File: src/rtl/prbs_pkg.sv
// Package: shared encodings and per-length constants for the PRBS generator.
// Assumes the longest register is 31 bits; all lengths fit in STATE_W.
package prbs_pkg;

    localparam int STATE_W = 31;
    localparam int IDX_W   = $clog2(STATE_W);

    typedef enum logic [1:0] {
        LEN_7  = 2'd0,
        LEN_15 = 2'd1,
        LEN_23 = 2'd2,
        LEN_31 = 2'd3
    } prbs_len_e;

    typedef enum logic [1:0] {
        PAT_PRBS     = 2'd0,
        PAT_TOGGLE   = 2'd1,
        PAT_MIX      = 2'd2,
        PAT_PRBS_ALT = 2'd3
    } prbs_mode_e;

    // Index of the oldest stored bit (length minus one).
    function automatic logic [IDX_W-1:0] outer_idx(prbs_len_e l);
        case (l)
            LEN_7:   return IDX_W'(6);
            LEN_15:  return IDX_W'(14);
            LEN_23:  return IDX_W'(22);
            default: return IDX_W'(30);
        endcase
    endfunction

    // Index of the inner feedback tap (tap position minus one).
    function automatic logic [IDX_W-1:0] inner_idx(prbs_len_e l);
        case (l)
            LEN_7:   return IDX_W'(5);
            LEN_15:  return IDX_W'(13);
            LEN_23:  return IDX_W'(17);
            default: return IDX_W'(27);
        endcase
    endfunction

    // Mask of the bits used by a given length; also the all-ones seed.
    function automatic logic [STATE_W-1:0] len_mask(prbs_len_e l);
        case (l)
            LEN_7:   return STATE_W'(32'h0000_007F);
            LEN_15:  return STATE_W'(32'h0000_7FFF);
            LEN_23:  return STATE_W'(32'h007F_FFFF);
            default: return STATE_W'(32'h7FFF_FFFF);
        endcase
    endfunction

endpackage

File: src/rtl/prbs_lfsr_unroll.sv
// Module: combinational W-step unroll of the selectable-length shift register.
// Each step forms the new bit as the XOR of the oldest bit and the inner tap,
// emits it as the next output bit (bit 0 first) and shifts it in at bit 0.
// Assumes the incoming state has zeros above the selected length.
module prbs_lfsr_unroll
    import prbs_pkg::*;
#(
    parameter int W = 16
) (
    input  logic [STATE_W-1:0] state_i,
    input  prbs_len_e          len_i,
    output logic [STATE_W-1:0] state_o,
    output logic [W-1:0]       bits_o
);

    logic [IDX_W-1:0] hi_idx;
    logic [IDX_W-1:0] lo_idx;

    // Tap positions for the captured length.
    always_comb begin
        hi_idx = outer_idx(len_i);
        lo_idx = inner_idx(len_i);
    end

    // Unrolled shift: W serial steps in one cycle.
    always_comb begin
        logic [STATE_W-1:0] s;
        logic               fb;
        s = state_i;
        bits_o = '0;
        for (int i = 0; i < W; i++) begin
            fb        = s[hi_idx] ^ s[lo_idx];
            bits_o[i] = fb;
            s         = {s[STATE_W-2:0], fb};
        end
        state_o = s & len_mask(len_i);
    end

endmodule

File: src/rtl/prbs_word_select.sv
// Module: chooses between the pseudo-random word and the toggle word and
// computes the next interleave phase and toggle level.
// Assumes it is evaluated only for cycles that emit a word.
module prbs_word_select
    import prbs_pkg::*;
#(
    parameter int W = 16
) (
    input  prbs_mode_e   mode_i,
    input  logic         phase_i,
    input  logic         level_i,
    input  logic [W-1:0] prbs_word_i,
    output logic [W-1:0] word_o,
    output logic         advance_o,
    output logic         phase_o,
    output logic         level_o
);

    logic use_toggle;

    // Decide the word kind from mode and interleave phase.
    always_comb begin
        use_toggle = (mode_i == PAT_TOGGLE) || ((mode_i == PAT_MIX) && phase_i);
        word_o     = use_toggle ? {W{level_i}} : prbs_word_i;
        advance_o  = !use_toggle;
        level_o    = use_toggle ? ~level_i : level_i;
        phase_o    = (mode_i == PAT_MIX) ? ~phase_i : phase_i;
    end

endmodule

File: src/rtl/prbs_pattern_gen.sv
// Module: top of the parallel PRBS test pattern generator.
// Holds the captured length, register state, toggle level, interleave phase
// and the registered output word. Reset is synchronous and active low;
// reload dominates enable.
module prbs_pattern_gen
    import prbs_pkg::*;
#(
    parameter int W = 16
) (
    input  logic         clk,
    input  logic         rst_n,
    input  logic         en,
    input  logic         reload,
    input  logic [1:0]   len_sel,
    input  logic [1:0]   mode,
    output logic [W-1:0] data_out,
    output logic         data_valid
);

    prbs_len_e          len_q;
    logic [STATE_W-1:0] lfsr_q;
    logic               phase_q;
    logic               level_q;
    logic [W-1:0]       data_q;
    logic               valid_q;

    logic [STATE_W-1:0] lfsr_nxt;
    logic [W-1:0]       prbs_word;
    logic [W-1:0]       sel_word;
    logic               advance;
    logic               phase_nxt;
    logic               level_nxt;

    prbs_lfsr_unroll #(.W(W)) u_unroll (
        .state_i (lfsr_q),
        .len_i   (len_q),
        .state_o (lfsr_nxt),
        .bits_o  (prbs_word)
    );

    prbs_word_select #(.W(W)) u_select (
        .mode_i      (prbs_mode_e'(mode)),
        .phase_i     (phase_q),
        .level_i     (level_q),
        .prbs_word_i (prbs_word),
        .word_o      (sel_word),
        .advance_o   (advance),
        .phase_o     (phase_nxt),
        .level_o     (level_nxt)
    );

    // Sequence state: seed on reset/reload, step on enabled cycles.
    always_ff @(posedge clk) begin
        if (!rst_n || reload) begin
            len_q   <= prbs_len_e'(len_sel);
            lfsr_q  <= len_mask(prbs_len_e'(len_sel));
            phase_q <= 1'b0;
            level_q <= 1'b1;
        end else if (en) begin
            if (advance) lfsr_q <= lfsr_nxt;
            phase_q <= phase_nxt;
            level_q <= level_nxt;
        end
    end

    // Output word and valid flag.
    always_ff @(posedge clk) begin
        if (!rst_n) begin
            data_q  <= '0;
            valid_q <= 1'b0;
        end else if (reload) begin
            valid_q <= 1'b0;
        end else if (en) begin
            data_q  <= sel_word;
            valid_q <= 1'b1;
        end else begin
            valid_q <= 1'b0;
        end
    end

    assign data_out   = data_q;
    assign data_valid = valid_q;

endmodule

File: config.mk
export PLATFORM = sky130hd
export DESIGN_NAME = prbs_pattern_gen
export DESIGN_NICKNAME = d
export VERILOG_FILES = /design/src/rtl/prbs_pkg.sv /design/src/rtl/prbs_lfsr_unroll.sv /design/src/rtl/prbs_word_select.sv /design/src/rtl/prbs_pattern_gen.sv
export SDC_FILE = /design/constraint.sdc
export NUM_CORES = 1
export LEC_CHECK = 0
export ABC_AREA = 1
export BUFFER_PORTS_ARGS = -buffer_cell sky130_fd_sc_hd__buf_2
export CAP_MARGIN = 20
export CORE_MARGIN = 1.5
export CORE_UTILIZATION = 65
export CTS_CLUSTER_DIAMETER = 60
export CTS_CLUSTER_SIZE = 25
export DETAILED_ROUTE_END_ITERATION = 6
export PLACE_DENSITY = 0.95
export SYNTH_ARGS = -nofsm -noshare
export SYNTH_HDL_FRONTEND = slang
export SYNTH_SLANG_ARGS = --single-unit
File: constraint.sdc
create_clock -name clk -period 5.8 [get_ports clk]
set_input_delay 1.16 -clock clk [delete_from_list [all_inputs] [get_ports clk]]
set_output_delay 1.16 -clock clk [all_outputs]
set_load 0.05 [all_outputs]
==> metrics.yaml <==
layout:
  seq_area_um2: 1371
  drive_gt1_share_pct: 14.63
  antenna_cells: 0
  syn2layout_area_growth_pct: 7.374
  stdcell_area_um2: 3443
  instances_no_fill: 518
  fill_cells: 382
  fin_nets: 458
  multi_input_area_um2: 1541
routing:
  drc: 0
  drt-pass1-iter-count: 5
  ant_nets: 0
  dr.first_iter.drc_count: 482
  routed_wirelength_mm: 8.886
  wl_per_cell_um: 17.15
  vias: 3114
  routed_via_density: 6.012
clocking:
  cts_tree: "yes"
  clockBufferDepth: 2
  post_cts_resized: 0
  cts.sink_count: 52
  clk_pin_slew_ns: 0.10
  cts_hold_buf: 0
  cts-root-buf: "clkbuf_8"
  clock_latency_ns: 0.31
  cts_buffers: 5
  htree_levels: 2
  cts_setup_buffers: 0
synth:
  syn_area_per_cell_um2: 7.475
  synth_nets: 437
  syn-instance-count: 429
  async_reset_ff_share_pct: 0
  syn_area_um2: 3207
  ys_warn_count: 0
  synth_edf_count: 33
  synth-seq-cells: 52
  netlist_top_cells_count: "nand2_1 (129), inv_1 (41), o21ai_0 (40), nand3_1 (39), edfxtp_1 (33)"
  synthTopCellsByArea: "edfxtp_1 (31%), nand2_1 (15%), dfxtp_1 (12%), o21ai_0 (6.2%), nand3_1 (6.1%)"
  yosysUniqueCellTypes: 37
  yosys.area.top_type_share_pct: 30.90
  synth_most_common_cell: "nand2_1"
  synth_ff_type: "edfxtp_1"
  ys_seq_area_share_pct: 42.76
  yosysTopAreaCell: "edfxtp_1"
floorplan:
  core_area_um2: 4723
  start_util_pct: 67.89
  dieArea_um2: 5364
  rows: 25
  die_x_um: 73.24
  dieHeight_um: 73.24
  boundaryPins: 25
grt:
  grtUsageTotal_pct: 35.58
  gr-usage-met3_pct: 7.320
  grt_use_met2_pct: 60.61
  grt_pass1_vias: 2903
  grt_max_degree: 32
  grt_use_met1_pct: 42.20
  antenna_found_initial: 0
  grt_busiest_layer: "met2"
  grt_pass1_wl_mm: 14.03
  grt-ovfl-total: 0
worst_setup_path:
  crit_fanout: 17
  rr_worst_depth: 10
  crit_path_end_kind: "register"
  arrival_ns: 3.30
  criticalPathCategory: "in -> reg"
  cp.required_ns: 5.82
  cp-start-kind: "input port"
placement:
  placed_area_um2: 3324
  gp_congestion: 1.105
  io_buffers: 24
  dp_hpwl_mm: 6.871
  dp.cells: 509
timing:
  fin_crit_sh_pct: 56.55
  setup_violations: 0
  finalSetupTns_ns: 0
  fin_skew_ns: 0.007408
  fmax_ghz: 0.3049
  slew_violations: 0
  rsz0062_at_grt: "false"
  tightestPinTransition_ns: 0.8482
  min_period_ns: 3.280
  hold_viol_final: 0
  relSlewSlack_pct: 43.25
job:
  maxCapViolCount: 0
pwr:
  ir_worst_vdd_mv: 0.1779
  cellPowerDensity_nw_per_um2: 311.3
  leakage_nw: 1.723
worst_hold_path:
  hold_depth: 1
  min_path_type: "reg -> reg"
status:
  status: "complete, no violations"
[registers in the layout, indices dropped and copies added (netlist names)]
register    flops
lfsr_q         31
data_out       16
len_q           2
data_valid      1
level_q         1
phase_q         1
[power breakdown]
| part | switching (mW) | leakage, nW | total [mW] | internal [mW] |
|---|---|---|---|---|
| registers | 0.0226 | 0.490 | 0.457 | 0.434 |
| logic | 0.264 | 1.18 | 0.365 | 0.101 |
| clock network | 0.122 | 0.0558 | 0.250 | 0.128 |
| total | 0.409 | 1.72 | 1.07 | 0.663 |
[per-stage QoR]
step | utilization, % | hold WS [ns] | power (mW) | setup slack (ns)
floorplan | - | 0.4620 | 0.7264 | 1.654
global placement | 70.38 | 0.4907 | 0.8102 | 2.433
detailed placement | 70.38 | 0.4977 | 0.8173 | 2.299
CTS | 72.74 | 0.5133 | 1.059 | 2.612
global route | 72.90 | 0.5357 | 1.116 | 2.353
finish | 72.90 | 0.5177 | 1.072 | 2.520
[final timing paths]
check | start | end | slack [ns]
setup / recovery | rst_n | lfsr_q[10] | 2.52
hold / removal | data_out[4] | data_out[4] | 0.52
setup reg to reg | len_q[1] | lfsr_q[4] | 2.91
hold reg to reg | data_out[4] | data_out[4] | 0.52
[critical path, stage by stage]
cell and delay (ns):
buf_2 0.23, inv_1 0.07, nor2_1 0.64, clkinv_1 0.55, o21ai_1 0.43, o21ai_0 0.23
[layout by cell type, fill, tap and decap left out, types with 2 or more instances in the layout]
| cell | instances |
|---|---|
| nand3_1 | 39 |
| buf_4 | 4 |
| nor2_1 | 30 |
| inv_1 | 41 |
| nand2_2 | 6 |
| a21oi_2 | 2 |
| or2_1 | 5 |
| a211oi_1 | 2 |
| a21oi_1 | 23 |
| nand3_2 | 6 |
| nand2_1 | 129 |
| buf_2 | 24 |
| nand4_1 | 2 |
| or2_2 | 2 |
| nand2_4 | 3 |
| nand3b_1 | 2 |
| o22ai_1 | 6 |
| nor2_2 | 2 |
| o21ai_0 | 39 |
| clkinv_1 | 2 |
| dfxtp_1 | 19 |
| edfxtp_1 | 33 |
| xor2_1 | 4 |
| inv_4 | 2 |
| inv_2 | 4 |
| clkbuf_8 | 5 |
| o2111ai_1 | 2 |
| o211a_1 | 2 |
| o21ai_2 | 2 |
[metal layers]
metal / part of all wire (%) / vias to the layer above
met5: 0 / -
met4: 4.7 / 0
li1: - / 1456
met3: 8.8 / 39
met2: 48 / 197
met1: 38 / 1422
[final cells by class]
class                           count  share of cell area [%]
Inverter                           48                   5.378
Tap cell                           67                   2.435
Clock inverter                      3                   1.235
Timing Repair Buffer               28                   4.360
Sequential cell                    52                   39.83
Multi-Input combinational cell    315                   44.77
Clock buffer                        5                   1.999
[cell families (layout without fill, tap and decap cells)]
family,count (synthesis),count (layout),share of synthesized area [%]
and+or+nand+nor,229,229,32.50
DFF,52,52,42.76
buffers and inverters,62,84,9.285
xor gates and xnor gates,5,5,1.366
AOI/OAI and AO/OA,81,81,14.09
(Power assumes the default switching activity.)
